`src/rtl/irda_sir_pkg.sv`:
```
`timescale 1ns/1ps
// Shared helpers for the infrared SIR codec.
// Assumes select codes are small enough that the shifted width fits 32 bits.
package irda_sir_pkg;
    // Pulse length in system clocks for a given select code.
    function automatic int unsigned pulse_cycles(input int unsigned sel, input int unsigned base_log2);
        return 32'd1 << (sel + base_log2);
    endfunction
endpackage

```
`src/rtl/irda_sir_tx.sv`:
```
`timescale 1ns/1ps
// Transmit encoder: turns each low UART bit into one fixed-length high pulse.
// Assumes the UART changes its line once per bit and that tick arrives
// TICKS_PER_BIT times per bit. Bit starts are taken from line transitions and
// from a running tick phase for back-to-back zero bits.
module irda_sir_tx #(
    parameter int SEL_W         = 3,
    parameter int BASE_LOG2     = 1,
    parameter int TICKS_PER_BIT = 16
) (
    input  logic             clk,
    input  logic             rst_n,
    input  logic             enable,
    input  logic             tick,
    input  logic [SEL_W-1:0] width_sel,
    input  logic             uart_txd,
    output logic             pulse_o
);
    import irda_sir_pkg::*;

    localparam int CNT_W = BASE_LOG2 + (1 << SEL_W);
    localparam int PH_W  = $clog2(TICKS_PER_BIT);

    logic             txd_q;
    logic [PH_W-1:0]  phase;
    logic [CNT_W-1:0] left;
    logic             pulse_q;
    logic             changed, fall, bit_wrap, start;
    logic [CNT_W-1:0] load;

    // Decode bit-start events and the counter load value.
    always_comb begin
        changed  = (uart_txd != txd_q);
        fall     = txd_q & ~uart_txd;
        bit_wrap = tick && (phase == PH_W'(TICKS_PER_BIT - 1)) && !changed && !uart_txd;
        start    = enable && !pulse_q && (fall || bit_wrap);
        load     = CNT_W'(pulse_cycles(32'(width_sel), 32'(BASE_LOG2)) - 32'd1);
    end

    // Track the previous line level and the tick phase within the bit.
    always_ff @(posedge clk) begin
        if (!rst_n) begin
            txd_q <= 1'b1;
            phase <= '0;
        end else begin
            txd_q <= uart_txd;
            if (changed)
                phase <= '0;
            else if (tick)
                phase <= (phase == PH_W'(TICKS_PER_BIT - 1)) ? '0 : phase + 1'b1;
        end
    end

    // Run the pulse for the selected number of clocks, ignoring restarts.
    always_ff @(posedge clk) begin
        if (!rst_n || !enable) begin
            pulse_q <= 1'b0;
            left    <= '0;
        end else if (start) begin
            pulse_q <= 1'b1;
            left    <= load;
        end else if (pulse_q) begin
            if (left == '0)
                pulse_q <= 1'b0;
            else
                left <= left - 1'b1;
        end
    end

    assign pulse_o = pulse_q;
endmodule

```
`src/rtl/irda_sir_rx.sv`:
```
`timescale 1ns/1ps
// Receive decoder: synchronizes the infrared input and holds a zero flag for
// one bit time (TICKS_PER_BIT ticks) after each rising edge.
// Assumes the input is asynchronous; any pulse caught by the first flop counts.
module irda_sir_rx #(
    parameter int SYNC_STAGES   = 2,
    parameter int TICKS_PER_BIT = 16
) (
    input  logic clk,
    input  logic rst_n,
    input  logic enable,
    input  logic tick,
    input  logic ir_rxd,
    output logic zero_o
);
    localparam int TC_W = $clog2(TICKS_PER_BIT);

    logic [SYNC_STAGES:0] sync_q;
    logic [TC_W-1:0]      tcnt;
    logic                 hold_q;
    logic                 rise;

    // Synchronizer chain plus one extra stage as the edge reference.
    always_ff @(posedge clk) begin
        if (!rst_n)
            sync_q <= '0;
        else
            sync_q <= {sync_q[SYNC_STAGES-1:0], ir_rxd};
    end

    // Rising edge seen at the synchronizer output.
    always_comb rise = sync_q[SYNC_STAGES-1] & ~sync_q[SYNC_STAGES];

    // Hold the zero flag until a full bit of ticks follows the last edge.
    always_ff @(posedge clk) begin
        if (!rst_n || !enable) begin
            hold_q <= 1'b0;
            tcnt   <= '0;
        end else if (rise) begin
            hold_q <= 1'b1;
            tcnt   <= '0;
        end else if (hold_q && tick) begin
            if (tcnt == TC_W'(TICKS_PER_BIT - 1)) begin
                hold_q <= 1'b0;
                tcnt   <= '0;
            end else begin
                tcnt <= tcnt + 1'b1;
            end
        end
    end

    assign zero_o = hold_q;
endmodule

```
`src/rtl/irda_sir_codec.sv`:
```
`timescale 1ns/1ps
// Top of the infrared SIR codec: transmit encoder, receive decoder and the
// pass-through multiplexers used when the enable is low.
// Assumes tick16 is a single-cycle strobe synchronous to clk.
module irda_sir_codec #(
    parameter int SEL_W         = 3,
    parameter int BASE_LOG2     = 1,
    parameter int TICKS_PER_BIT = 16,
    parameter int SYNC_STAGES   = 2
) (
    input  logic             clk,
    input  logic             rst_n,
    input  logic             tick16,
    input  logic             enable,
    input  logic [SEL_W-1:0] width_sel,
    input  logic             uart_txd,
    input  logic             ir_rxd,
    output logic             ir_txd,
    output logic             uart_rxd
);
    logic tx_pulse;
    logic rx_zero;

    irda_sir_tx #(
        .SEL_W(SEL_W), .BASE_LOG2(BASE_LOG2), .TICKS_PER_BIT(TICKS_PER_BIT)
    ) u_tx (
        .clk(clk), .rst_n(rst_n), .enable(enable), .tick(tick16),
        .width_sel(width_sel), .uart_txd(uart_txd), .pulse_o(tx_pulse)
    );

    irda_sir_rx #(
        .SYNC_STAGES(SYNC_STAGES), .TICKS_PER_BIT(TICKS_PER_BIT)
    ) u_rx (
        .clk(clk), .rst_n(rst_n), .enable(enable), .tick(tick16),
        .ir_rxd(ir_rxd), .zero_o(rx_zero)
    );

    // Select coded or pass-through levels for both outputs.
    always_comb begin
        ir_txd   = enable ? tx_pulse : uart_txd;
        uart_rxd = enable ? ~rx_zero : ir_rxd;
    end
endmodule

```
`config.mk`:
```
export PLATFORM = sky130hd
export DESIGN_NAME = irda_sir_codec
export DESIGN_NICKNAME = d
export VERILOG_FILES = /design/src/rtl/irda_sir_pkg.sv /design/src/rtl/irda_sir_tx.sv /design/src/rtl/irda_sir_rx.sv /design/src/rtl/irda_sir_codec.sv
export SDC_FILE = /design/constraint.sdc
export NUM_CORES = 1
export LEC_CHECK = 0
export ABC_CLOCK_PERIOD_IN_PS = 2800
export BUFFER_PORTS_ARGS = -buffer_cell sky130_fd_sc_hd__buf_2
export CAP_MARGIN = 20
export CELL_PAD_IN_SITES_DETAIL_PLACEMENT = 0
export CELL_PAD_IN_SITES_GLOBAL_PLACEMENT = 1
export CORE_MARGIN = 3
export CORE_UTILIZATION = 40
export DETAILED_ROUTE_END_ITERATION = 10
export GPL_TIMING_DRIVEN = 0
export PLACE_DENSITY = 0.81
export SYNTH_ARGS = -nofsm -noshare
export SYNTH_HDL_FRONTEND = slang
export SYNTH_SLANG_ARGS = --single-unit
```
`constraint.sdc`:
```
create_clock -name clk -period 2.8 [get_ports clk]
set_clock_uncertainty 0.2 [all_clocks]
set_input_delay 0.14 -clock clk [delete_from_list [all_inputs] [get_ports clk]]
set_output_delay 0.14 -clock clk [all_outputs]
set_load 0.01 [all_outputs]
```
# Word level (Yosys, flattened, before mapping)
# Index checks and enable logic that the tools add are counted.
# word_totals
ff_bits	23
inputBits	9
out_inout_bits	2
elab_cells	57
# op_classes
add_sub_neg	5
n_eq_ne	4
n_shift	1
muxes	13
n_bitwise	6
n_reduce_logical	21
# ops
cell	n
$shl 1x32->9 const A	1
$mux 9	3
$sub 9x1->9 const B	2
$logic_not 9->1	1
$add 4x1->4 const B	2
$eq 4x4->1 const B	2
$mux 1	8
$mux 4	2
$logic_and 1x1->1	6
$reduce_bool 2->1	3
$logic_not 1->1	5
$add 3x1->4 const B	1
$not 1->1	4
$reduce_and 2->1	2
$reduce_or 2->1	2
$and 1x1->1	2
$logic_or 1x1->1	2
$ne 2x1->1 const B	1
$ne 1x1->1	1

# Depth between registers and ports, before layout
# Gate-level depths: netlist of run 1.
# depth
ltp_word	8
depth_mapped	13
ltp_nobuf	11

# Cells and area by module
# From an unflattened synthesis of run 1, not the netlist that was laid out.
# hier_totals
hier_cells	172
hier_area_um2	1422.6
# modules_own_cells
module	n_inst	cells_each	area_per_inst_um2	seq_area_each_um2
irda_sir_tx	1	135	1089.8	300.3
irda_sir_rx	1	34	309.0	160.2
irda_sir_codec	1	3	23.8	0.0

# Worst setup path after synthesis of run 1
# Ideal clock, no wire load.
# synth_path
kind	flip-flop to flip-flop
from	register u_tx.txd_q
to	register u_tx.left[4]
setup_time_ns	0.132
arrival_ns	2.429
required_time_ns	2.468
slack_ns	0.039
stages_incl_launch_ff	13
path_buffers	2
synth_period_minus_slack_ns	2.761
path_cell_list	dfxtp_1 -> ha_1 -> and4bb_4 -> a32oi_4 -> buf_6 -> nor2_1 -> a21oi_1 -> ha_1 -> buf_2 -> a21bo_2 -> a222oi_1 -> o32a_1 -> a21oi_1
# synth_via
elab_chain_len	8
word_cells_on_any_way	11
classes_between	eq/ne: 2; mux: 1; bitwise: 1; reduce/logical: 7
# synth_lines
element	line	source
start, declared	irda_sir_tx.sv:24	logic txd_q;
start signal, assigned	irda_sir_tx.sv:46	txd_q <= uart_txd;
$ne 1x1->1	irda_sir_tx.sv:33	changed = (uart_txd != txd_q);
$logic_not 1->1	irda_sir_tx.sv:35	bit_wrap = tick && (phase == PH_W'(TICKS_PER_BIT - 1)) && !changed && !uart_txd;
$logic_and 1x1->1 (2 in a row)	irda_sir_tx.sv:35	
$logic_or 1x1->1 (*)	irda_sir_tx.sv:36	start = enable && !pulse_q && (fall || bit_wrap);
$logic_and 1x1->1 (*)	irda_sir_tx.sv:36	
$ne 2x1->1 (no source line) or $reduce_bool 2->1 (tied branches)	n/a	
$reduce_and 2->1 (no source line)	n/a	
end signal, assigned	irda_sir_tx.sv:61	left <= load;
end signal, assigned	irda_sir_tx.sv:66	left <= left - 1'b1;
end, declared	irda_sir_tx.sv:26	logic [CNT_W-1:0] left;
# Every way passes the cells marked *; elsewhere a longest branch is shown, timed or not.
# A chain may end at the register's enable or synchronous reset.

# Worst setup path in the final report of run 1
# Same ends and word-level chain as after synthesis.

==> run metrics, run 1 <==
outcome=finished with violations; violated checks=setup timing; share of synthesized area occupied by flip-flops and latches=30.3%; library cell with the largest summed area after synthesis=sky130_fd_sc_hd__dfxtp_1; Setup Crit Path Kind=register to register; number of detailed-route iterations in the first pass=5; via count of the first global-routing pass=1,359; global-route total usage across every layer=18.0%; count of endpoints failing setup in the final report=1; Vias per Instance=5.56; Final Power=0.733 mW; post-route core utilization=53.6%; Critical Path Source Type=register; initial core utilization=43.5%; DRT antenna net count=0; number of max-slew violations in the final report=0; delay of the slowest critical-path stage=0.35 ns; total wirelength of the detailed-routed design=3710 um; horizontal extent of the die=67.7 um; first-pass GRT wire length=6290 um; Diodes inserted=0; share of final-layout standard cells stronger than drive strength 1=27.0%; number of max-cap violations=0; netlist area before placement=1520 um^2; peak clock frequency supported by timing=0.355 GHz; mean instance size in the synthesized netlist=8.35 um^2; number of I/O pins=11; flip-flop and latch count after synthesis=23; share of power burned in the clock network=28.8%; number of synthesized flops with an enable pin=0; Critical-path top delay cell=sky130_fd_sc_hd__a222oi_1; endpoints failing hold=0; total of fill cells in the finished design=338; maximum number of pins on one net before global-route repair=14; Bufs on Longest Clock Path=2; Placement Cell Area=1620 um^2; layout-stage area growth over the synthesis result=23.2%; internal power summed over all cells=0.522 mW; CTS Sinks=23; number of clock buffers inserted by TritonCTS=3; DIE HEIGHT=67.7 um; part of the power in registers=47.0%; slew of the pin with the lowest slew margin=0.497 ns; # rows=21; die area=4580 um^2; proportion of netlist area held by the largest area contributor=30.3%; GP Congestion=0.827; setup slack after placement=-0.447 ns; total nets after synthesis=197; core area=3490 um^2; leading post-synthesis cells by cell area=sky130_fd_sc_hd__dfxtp_1, sky130_fd_sc_hd__ha_1, sky130_fd_sc_hd__nand2_1; top flip-flop cell by instance count after synthesis=sky130_fd_sc_hd__dfxtp_1; share of total power in combinational logic=24.1%; kind of end point of the critical path=register; total buffers and inverters traversed by the critical path=1; fraction of synthesis flops using an asynchronous set or reset pin=0%; Tmin final=2.81 ns; kind of cell adding the most delay to the critical path=compound AO/OA/AOI/OAI gates; total number of yosys warnings=0; sum of overflow across all layers after global routing=0; switching power=0.211 mW; clock root buffer master=sky130_fd_sc_hd__clkbuf_8; RSZ-0062 raised after global routing=true; critical-path maximum fanout=3; clock tree from TritonCTS=done; First DRT Iteration DRCs=102; nets@finish=227; Worst slew margin=66.6%; Port Buf Inserts=9; worst hold-check path type=primary input to register; Detail Placement HPWL=2650 um; Design Area, Final=1870 um^2; drc violations=0; switching share of power=28.8%; count of unique library cells instantiated by Yosys=51; via count=1,429; routed length per instance=14.4 um; synthesized netlist cell count=182; Worst Path Arrival=2.75 ns; H-Tree Level Count=1; clock transition at the registers of the reported paths=0.09 ns; required time of the critical path=2.74 ns; least setup slack across all paths after layout=-0.0149 ns; critical path, cell by cell=ha_4 -> and4bb_4 -> a32o_2 -> and3_4 -> a21oi_2 -> ha_2 -> buf_6 -> a21bo_4 -> a222oi_1 -> o32a_1 -> a21oi_1; worst-skew pair later-pin latency=0.26 ns; standby leakage power=0.718 nW; largest vdd supply drop=0.160 mV; power per standard cell area=391 nW/um^2; share of the clock period used by the worst path after layout=101%; number of antenna violations at the first check in global routing=0
routing by layer:
| layer | vias to the layer above | part of all wire, % | GRT usage, % |
|---|---|---|---|
| met5 | - | 0 | 0 |
| met3 | 2 | 4.2 | 3.00 |
| li1 | 720 | - | - |
| met4 | 0 | 0.48 | 3.04 |
| met2 | 29 | 50 | 30.5 |
| met1 | 678 | 46 | 24.2 |
cells in the mapped netlist (all sizes together) (2+ instances only):
library cell / number
dfxtp: 23
mux2i: 6
nor2: 17
and2: 4
or3: 2
nor2b: 2
nor3: 4
xnor2: 3
buf: 7
mux2: 2
ha: 6
clkbuf: 2
o21ai: 7
a211oi: 8
nand3b: 3
nand3: 7
a21oi: 13
a31oi: 4
a311oi: 2
a22o: 2
nand2: 20
inv: 7
xor2: 2
nand2b: 4
nand4: 4
what timing repair did:
item,in CTS,in global routing
buffers inserted,8,4
hold endpoints to repair,3,0
resized for setup,16,5
gates cloned,0,0
hold buffers,4,0
endpoints found under the setup margin,3,2
pin swaps,7,8
flip-flops by register name (all words and copies together), names as in the netlist:
signal,cells
u_tx.left,9
u_rx.tcnt,4
u_tx.phase,4
u_rx.sync_q,3
u_rx.zero_o,1
u_tx.pulse_o,1
u_tx.txd_q,1
worst paths after layout:
kind | start | end | slack, ns | cells after the start
min reg2reg | u_rx.sync_q[0]$_SDFF_PN0_ | u_rx.sync_q[1]$_SDFF_PN0_ | 0.25 | 1
max reg2reg | u_tx.txd_q$_SDFF_PN1_ | u_tx.left[4]$_SDFFE_PP0P_ | -0.01 | 11
min | enable | u_rx.tcnt[3]$_SDFFE_PP0P_ | 0.03 | 3
max | u_tx.txd_q$_SDFF_PN1_ | u_tx.left[4]$_SDFFE_PP0P_ | -0.01 | 11
placed cells by master (no fill, tap or decap), types with 6 or more instances in the layout:
cell                       count
sky130_fd_sc_hd__a21oi_1      10
sky130_fd_sc_hd__inv_1         7
sky130_fd_sc_hd__o21ai_0       7
sky130_fd_sc_hd__dfxtp_1      20
sky130_fd_sc_hd__buf_2        11
sky130_fd_sc_hd__mux2i_1       6
sky130_fd_sc_hd__a211oi_1      8
sky130_fd_sc_hd__nor2_1       16
sky130_fd_sc_hd__nand3_1       6
sky130_fd_sc_hd__nand2_1      20
sky130_fd_sc_hd__buf_4        13
cells by family (layout without fill, tap and decap cells):
logic type	after synthesis	count (layout)	synth area share [%]
xor+xnor	5	5	2.88
simple gates	76	76	27.6
buf+inv	16	45	5.68
flops	23	23	30.3
compound gates	48	48	23.2
mux	8	8	5.43
fa+ha+maj	6	6	4.94
worst register-to-register path, cell delays in order (launching register included):
cell	delay, ns
sky130_fd_sc_hd__dfxtp_2	0.34
sky130_fd_sc_hd__ha_4	0.23
sky130_fd_sc_hd__and4bb_4	0.21
sky130_fd_sc_hd__a32o_2	0.26
sky130_fd_sc_hd__and3_4	0.18
sky130_fd_sc_hd__a21oi_2	0.10
sky130_fd_sc_hd__ha_2	0.22
sky130_fd_sc_hd__buf_6	0.11
sky130_fd_sc_hd__a21bo_4	0.21
sky130_fd_sc_hd__a222oi_1	0.35
sky130_fd_sc_hd__o32a_1	0.23
sky130_fd_sc_hd__a21oi_1	0.06
per-stage QoR:
stage	hold WS [ns]	setup TNS, ns	std cells
after floorplan	0.00885	0	182
after global placement	0.150	-0.607	237
after detailed placement	0.165	-0.784	237
after CTS	0.0299	0	253
after global routing	0.0632	-0.158	257
final	0.0275	-0.0149	257
power groups by stage:
stage / Combinational, mW / Sequential [mW] / Clock (mW)
final: 0.177 / 0.345 / 0.212
after CTS: 0.168 / 0.344 / 0.212
after floorplan: 0.107 / 0.350 / 0
after global routing: 0.195 / 0.346 / 0.230
after detailed placement: 0.143 / 0.352 / 0
after global placement: 0.137 / 0.351 / 0
layout make-up:
type                       count  area [um^2]  area share, %
buffer                         9         66.3           3.54
clock buffer                   3         41.3           2.20
clock inverter                 1         5.00          0.267
inverter                       7         26.3           1.40
multi-input combinational    143         1030           55.2
sequential                    23          464           24.8
tap                           46         57.6           3.07
timing repair buffer          25          179           9.55
Note: power is estimated with default switching activity, not from simulation.
==> inputs of run 2 (changes only) <==
--- a/config.mk
+++ b/config.mk
@@ -5,16 +5,17 @@
 export SDC_FILE = /design/constraint.sdc
 export NUM_CORES = 1
 export LEC_CHECK = 0
+export ABC_AREA = 1
 export ABC_CLOCK_PERIOD_IN_PS = 2800
 export BUFFER_PORTS_ARGS = -buffer_cell sky130_fd_sc_hd__buf_2
 export CAP_MARGIN = 20
 export CELL_PAD_IN_SITES_DETAIL_PLACEMENT = 0
 export CELL_PAD_IN_SITES_GLOBAL_PLACEMENT = 1
 export CORE_MARGIN = 3
-export CORE_UTILIZATION = 40
+export CORE_UTILIZATION = 38
 export DETAILED_ROUTE_END_ITERATION = 10
 export GPL_TIMING_DRIVEN = 0
-export PLACE_DENSITY = 0.81
+export PLACE_DENSITY = 0.82
 export SYNTH_ARGS = -nofsm -noshare
 export SYNTH_HDL_FRONTEND = slang
 export SYNTH_SLANG_ARGS = --single-unit
==> run metrics, run 2 <==
power per standard cell area=411 nW/um^2; leading post-synthesis cells by cell area=sky130_fd_sc_hd__dfxtp_1, sky130_fd_sc_hd__nand2_1, sky130_fd_sc_hd__inv_1; DIE HEIGHT=65.9 um; routed length per instance=9.52 um; Tmin final=2.55 ns; Port Buf Inserts=10; global routing usage on met1=18.9%; most used routing layer in global routing=met2; leading cell type in the layout, fill and taps excluded=sky130_fd_sc_hd__nand2_1; via count=1,173; Placement Cell Area=1470 um^2; clock transition at the registers of the reported paths=0.14 ns; mean instance size in the synthesized netlist=6.69 um^2; maximum number of pins on one net before global-route repair=14; DRT antenna net count=0; setup slack after placement=0.448 ns; required time of the critical path=2.84 ns; largest vdd supply drop=0.186 mV; number of detailed-route iterations in the first pass=4; global-route met2 utilization=19.9%; number of antenna violations at the first check in global routing=0; layout-stage area growth over the synthesis result=15.2%; GP Congestion=0.771; kind of end point of the critical path=register; die area=4340 um^2; total nets after synthesis=219; Worst Path Arrival=2.59 ns; top flip-flop cell by instance count after synthesis=sky130_fd_sc_hd__dfxtp_1; least setup slack across all paths after layout=0.250 ns; number of max-slew violations in the final report=0; commonest cells after routing, fill and taps aside=sky130_fd_sc_hd__nand2_1, sky130_fd_sc_hd__inv_1, sky130_fd_sc_hd__dfxtp_1; synthesized netlist cell count=204; total wirelength of the detailed-routed design=2580 um; clock root buffer master=sky130_fd_sc_hd__clkbuf_4; fraction of synthesis flops using an asynchronous set or reset pin=0%; peak clock frequency supported by timing=0.392 GHz; core area=3390 um^2; Diodes inserted=0; switching power=0.199 mW; via count of the first global-routing pass=1,019; final total negative setup slack=0 ns; total of fill cells in the finished design=363; proportion of netlist area held by the largest area contributor=33.8%; outcome=finished, final reports clean; part of the power in registers=53.0%; switching share of power=30.8%; sum of overflow across all layers after global routing=0; number of max-cap violations=0; critical-path maximum fanout=10; count of endpoints failing setup in the final report=0; worst-skew pair later-pin latency=0.32 ns; Design Area, Final=1570 um^2; initial core utilization=40.2%; largest register by flop count=u_tx.left; share of final-layout standard cells stronger than drive strength 1=14.7%; share of power burned in the clock network=24.2%; number of placed instances with taps included=260; nets@finish=241; clock tree from TritonCTS=done; global routing met3 resource utilization=2.55%; commonest cells in the synthesized netlist=sky130_fd_sc_hd__nand2_1, sky130_fd_sc_hd__inv_1, sky130_fd_sc_hd__dfxtp_1, sky130_fd_sc_hd__nor2_1, sky130_fd_sc_hd__nand3_1; First DRT Iteration DRCs=49; # rows=21; Bufs on Longest Clock Path=2; Post-CTS Setup Inserts=0; flip-flop and latch count after synthesis=23; drc violations=0; first-pass GRT wire length=4520 um; share of the clock period used by the worst path after layout=91.1%; endpoints failing hold=0; Finished Layout Cells=271; netlist area before placement=1360 um^2; Detail Placement HPWL=2070 um; registers with the highest flip-flop counts=u_tx.left: 9 flops, u_rx.tcnt: 4 flops, u_tx.phase: 4 flops; slew of the pin with the lowest slew margin=0.433 ns; RSZ-0062 raised after global routing=false; Critical Path Source Type=primary input; max reg flops=9; number of synthesized flops with an enable pin=0; share of synthesized area occupied by flip-flops and latches=33.8%; most common cell in the synthesized netlist=sky130_fd_sc_hd__nand2_1; Worst slew margin=71.1%; number of clock buffers inserted by TritonCTS=3; H-Tree Level Count=1; Vias per Instance=4.33; library cell with the largest summed area after synthesis=sky130_fd_sc_hd__dfxtp_1; internal power summed over all cells=0.448 mW; horizontal extent of the die=65.9 um; worst hold-check path type=primary input to register; CTS Sinks=23; total number of yosys warnings=0; standby leakage power=0.789 nW; number of I/O pins=11; share of total power in combinational logic=22.9%; count of unique library cells instantiated by Yosys=23; Setup Crit Path Kind=primary input to register; global-route total usage across every layer=13.4%
==> run 2: cell count changes in the layout (fill, tap and decap cells not counted), sizes merged, moves of 5 or more <==
cell,delta
o21ai,+7
a21oi,-5
nor2,+6
buf,-17
mux2i,-6
nand3,+12
nand2,+40
inv,+30
a211oi,-8
==> run 2: stage by stage <==
stage	utilization, %	hold slack, ns	power [mW]
after CTS	46.3	0.181	0.653
after detailed placement	43.4	0.158	0.490
final	46.4	0.172	0.646
after global placement	43.4	0.158	0.489
after floorplan	-	0.00889	0.457
after global routing	46.4	0.202	0.695
==> run 2: worst max-delay path: stages <==
cell and delay [ns]:
sky130_fd_sc_hd__dlygate4sd3_1 0.53, sky130_fd_sc_hd__buf_2 0.11, sky130_fd_sc_hd__inv_1 0.06, sky130_fd_sc_hd__ha_1 0.29
sky130_fd_sc_hd__inv_1 0.04, sky130_fd_sc_hd__nor2_1 0.10, sky130_fd_sc_hd__nand2_2 0.08, sky130_fd_sc_hd__nand2_4 0.10
sky130_fd_sc_hd__nand2_4 0.07, sky130_fd_sc_hd__buf_6 0.16, sky130_fd_sc_hd__nand2_4 0.05, sky130_fd_sc_hd__o21ai_2 0.08
sky130_fd_sc_hd__inv_1 0.06, sky130_fd_sc_hd__ha_1 0.18, sky130_fd_sc_hd__nand2_1 0.13, sky130_fd_sc_hd__nor2_1 0.16
sky130_fd_sc_hd__nand2_1 0.06, sky130_fd_sc_hd__nand2_1 0.05, sky130_fd_sc_hd__nand2_1 0.04, sky130_fd_sc_hd__nand2_1 0.05
sky130_fd_sc_hd__nand2_1 0.04
==> run 2: final cells by class <==
cell class | instances | area [um^2] | area share, %
Buffer | 1 | 11.3 | 0.717
Timing Repair Buffer | 17 | 120 | 7.64
Clock inverter | 1 | 5.00 | 0.318
Inverter | 37 | 139 | 8.84
Tap cell | 46 | 57.6 | 3.66
Sequential cell | 23 | 460 | 29.3
Clock buffer | 3 | 22.5 | 1.43
Multi-Input combinational cell | 143 | 756 | 48.1
==> run 2: kinds of logic after synthesis <==
| kind of cell | count (synthesis) | synth area share (%) |
|---|---|---|
| simple gates | 107 | 36.8 |
| flops | 23 | 33.8 |
| compound gates | 26 | 10.4 |
| fa+ha+maj | 6 | 5.50 |
| xor+xnor | 4 | 2.57 |
| buf+inv | 38 | 11.0 |
==> run 2: timing repair <==
item,4_1_cts,5_1_grt
hold buffers,7,0
endpoints found under the hold margin,7,0
endpoints found under the setup margin,0,2
gates resized for setup,0,1
==> run 2: final timing paths <==
kind	start	end	slack, ns	cells past startpoint
worst min register to register	u_rx.sync_q[0]$_SDFF_PN0_	u_rx.sync_q[1]$_SDFF_PN0_	0.23	2
worst max-delay path	uart_txd	u_tx.left[6]$_SDFFE_PP0P_	0.25	21
worst max register to register	u_tx.txd_q$_SDFF_PN1_	u_tx.left[6]$_SDFFE_PP0P_	0.47	18
worst min-delay path	width_sel[2]	u_tx.left[8]$_SDFFE_PP0P_	0.17	7
==> run 2: power groups by stage <==
stage	sequential, mW	combinational, mW	clock [mW]
floorplan	0.348	0.108	0
global placement	0.349	0.140	0
detailed placement	0.350	0.140	0
CTS	0.343	0.148	0.162
global route	0.344	0.172	0.179
finish	0.342	0.148	0.156
==> run 2: layer usage <==
metal,vias up,share of wire (%),wire length [um]
met5,-,0,0
met3,4,3.6,93
li1,681,-,-
met4,0,1.4,35
met2,16,40,1040
met1,472,55,1410
==> inputs of run 3 (changes only) <==
--- a/config.mk
+++ b/config.mk
@@ -15,7 +15,8 @@
 export CORE_UTILIZATION = 38
 export DETAILED_ROUTE_END_ITERATION = 10
 export GPL_TIMING_DRIVEN = 0
-export PLACE_DENSITY = 0.82
+export PLACE_DENSITY = 0.81
 export SYNTH_ARGS = -nofsm -noshare
 export SYNTH_HDL_FRONTEND = slang
+export SYNTH_HIERARCHICAL = 1
 export SYNTH_SLANG_ARGS = --single-unit
==> run metrics, run 3 <==
outcome=finished, final reports clean; delay of the slowest critical-path stage=0.52 ns; Setup Crit Path Kind=primary input to register; Critical Path Source Type=primary input; clock root buffer master=sky130_fd_sc_hd__clkbuf_8; die area=4540 um^2; register-to-register setup slack=0.24 ns; Worst Path Arrival=2.54 ns; share of the clock period used by the worst path after layout=91.9%; share of synthesized area occupied by flip-flops and latches=32.2%; via count of the first global-routing pass=1,195; critical path, cell by cell=dlygate4sd3_1 -> buf_2 -> nand2_2 -> nor2_2 -> nand2_2 -> nand2_4 -> nand2_4 -> buf_6 -> nand2_1 -> o21ai_2 -> inv_1 -> ha_1 -> nand3_2 -> nor2_4 -> nand3_1 -> or2_0 -> nand3_1 -> nand2_1; maximum number of pins on one net before global-route repair=14; clock tree from TritonCTS=done; max reg flops=9; Diodes inserted=0; final total negative setup slack=0 ns; Detail Placement HPWL=2250 um; least setup slack across all paths after layout=0.226 ns; global-route total usage across every layer=14.2%; number of antenna violations at the first check in global routing=0; First DRT Iteration DRCs=21; commonest cells after routing, fill and taps aside=sky130_fd_sc_hd__nand2_1, sky130_fd_sc_hd__inv_1, sky130_fd_sc_hd__dfxtp_1; Port Buf Inserts=10; total nets after synthesis=228; power per standard cell area=424 nW/um^2; endpoints failing hold=0; worst hold-check path type=register to register; top flip-flop cell by instance count after synthesis=sky130_fd_sc_hd__dfxtp_1; worst reg2reg path endpoint=u_tx/left[6]$_SDFFE_PP0P_; DIE HEIGHT=67.4 um; via count=1,299; setup slack after placement=0.208 ns; netlist area before placement=1430 um^2; registers with the highest flip-flop counts=u_tx/left: 9 flops, u_rx/tcnt: 4 flops, u_tx/phase: 4 flops; synthesized netlist cell count=213; leading post-synthesis cells by cell area=sky130_fd_sc_hd__dfxtp_1, sky130_fd_sc_hd__nand2_1, sky130_fd_sc_hd__inv_1; proportion of netlist area held by the largest area contributor=32.2%; fraction of synthesis flops using an asynchronous set or reset pin=0%; post-route core utilization=47.4%; commonest cells in the synthesized netlist=sky130_fd_sc_hd__nand2_1, sky130_fd_sc_hd__inv_1, sky130_fd_sc_hd__dfxtp_1, sky130_fd_sc_hd__nand3_1, sky130_fd_sc_hd__nor2_1; standby leakage power=0.798 nW; mean instance size in the synthesized netlist=6.72 um^2; number of clock buffers inserted by TritonCTS=3; library cell with the largest summed area after synthesis=sky130_fd_sc_hd__dfxtp_1; total number of yosys warnings=6; first-pass GRT wire length=4920 um; # rows=21; global-route met2 utilization=25.5%; Bufs on Longest Clock Path=2; number of I/O pins=11; RSZ-0062 raised after global routing=false; Vias per Instance=4.66; Final Power=0.698 mW; required time of the critical path=2.76 ns; count of unique library cells instantiated by Yosys=24; global routing met3 resource utilization=3.49%; Design Area, Final=1650 um^2; share of final-layout standard cells stronger than drive strength 1=15.5%; CTS Sinks=23; number of detailed-route iterations in the first pass=6; Tmin final=2.57 ns; kind of end point of the critical path=register; drc violations=0; flip-flop and latch count after synthesis=23; Post-CTS Setup Inserts=0; Placement Cell Area=1540 um^2; Critical-path top delay cell=sky130_fd_sc_hd__dlygate4sd3_1; H-Tree Level Count=1; number of synthesized flops with an enable pin=0; initial core utilization=41.3%; peak clock frequency supported by timing=0.389 GHz; global routing usage on met1=16.6%; count of endpoints failing setup in the final report=0; Worst Setup SP=tick16; GP Congestion=0.776; sum of overflow across all layers after global routing=0; number of max-slew violations in the final report=0; total wirelength of the detailed-routed design=2970 um; clock transition at the registers of the reported paths=0.08 ns; most used routing layer in global routing=met2; number of max-cap violations=0; slew of the pin with the lowest slew margin=0.279 ns; most common cell in the synthesized netlist=sky130_fd_sc_hd__nand2_1; DRT antenna net count=0; Reg2Reg Depth=17; routed length per instance=10.7 um; final hold slack=0.227 ns; reg-to-reg startpoint=u_tx/txd_q$_SDFF_PN1_; core area=3470 um^2; leading cell type in the layout, fill and taps excluded=sky130_fd_sc_hd__nand2_1; largest register by flop count=u_tx/left; largest vdd supply drop=0.233 mV; layout-stage area growth over the synthesis result=14.9%; critical-path maximum fanout=10; capturing element of the worst setup path=u_tx/left[6]$_SDFFE_PP0P_; number of placed instances with taps included=269; nets@finish=249; Finished Layout Cells=279; horizontal extent of the die=67.4 um; Worst slew margin=81.2%; worst-skew pair later-pin latency=0.26 ns
==> run 3: changes by cell type after synthesis, moves of 2 or more <==
| cell | delta |
|---|---|
| sky130_fd_sc_hd__a21oi_1 | +3 |
| sky130_fd_sc_hd__nand2_1 | +5 |
| sky130_fd_sc_hd__nand2_4 | -2 |
| sky130_fd_sc_hd__nand3_1 | +2 |
| sky130_fd_sc_hd__nand3_2 | +2 |
| sky130_fd_sc_hd__nor2_1 | -8 |
| sky130_fd_sc_hd__nor2_4 | +2 |
| sky130_fd_sc_hd__nor3_1 | +3 |
| sky130_fd_sc_hd__o21bai_1 | +3 |
| sky130_fd_sc_hd__o22ai_1 | -2 |
| sky130_fd_sc_hd__or2_0 | +3 |
| sky130_fd_sc_hd__xnor2_1 | -2 |
==> run 3: kinds of logic (layout without fill, tap and decap cells) <==
group                    after synthesis  after routing  synth area share, %
AND/OR/NAND/NOR                      114            114                 38.7
buffers and inverters                 38             58                 10.8
AO/OA/AOI/OAI                         29             29                 11.2
flip-flops                            23             23                 32.2
adder cells (fa/ha/maj)                6              6                 5.24
XOR/XNOR                               3              3                 1.84
==> run 3: critical path: cells and delay by family <==
family                   cells  cell delay [ns]
AO/OA/AOI/OAI                1             0.07
buffers and inverters        4             0.96
AND/OR/NAND/NOR             12             1.17
adder cells (fa/ha/maj)      1             0.18
==> run 3: worst min-delay path by stage <==
stage | startpoint | cells past startpoint | to | slack [ns]
3_3_place_gp | ir_rxd | 3 | u_rx/sync_q[0]$_SDFF_PN0_ | 0.15
5_1_grt | u_rx/sync_q[0]$_SDFF_PN0_ | 2 | u_rx/sync_q[1]$_SDFF_PN0_ | 0.24
4_1_cts | u_rx/sync_q[0]$_SDFF_PN0_ | 2 | u_rx/sync_q[1]$_SDFF_PN0_ | 0.23
3_5_place_dp | ir_rxd | 3 | u_rx/sync_q[0]$_SDFF_PN0_ | 0.15
6_report | u_rx/sync_q[0]$_SDFF_PN0_ | 2 | u_rx/sync_q[1]$_SDFF_PN0_ | 0.23
2_1_floorplan | rst_n | 1 | u_tx/txd_q$_SDFF_PN1_ | 0.009
==> run 3: per-layer routing <==
| layer | up-vias | share of wire, % | routed length (um) |
|---|---|---|---|
| li1 | 718 | - | - |
| met1 | 565 | 48 | 1440 |
| met2 | 14 | 49 | 1440 |
| met3 | 2 | 2.6 | 76 |
| met4 | 0 | 0.57 | 17 |
| met5 | - | 0 | 0 |
==> run 3: timing repair <==
item                       CTS  global route
hold endpoints to repair     6             0
setup endpoints to repair    0             0
gates resized for setup      0             0
hold buffers                 6             0
==> run 3: report_power, final <==
group	leakage, nW	total, mW	internal [mW]	switching (mW)
Sequential	0.187	0.343	0.337	0.00673
Clock	0.0255	0.205	0.0992	0.106
Combinational	0.586	0.150	0.0557	0.0939
==> run 3: cell type report <==
cell class / instances / area (um^2)
Tap cell: 46 / 57.6
Multi-Input combinational cell: 152 / 816
Clock buffer: 3 / 41.3
Fill cell: 407 / 1820
Clock inverter: 1 / 5.00
Buffer: 1 / 11.3
Inverter: 37 / 144
Sequential cell: 23 / 460
Timing Repair Buffer: 16 / 110
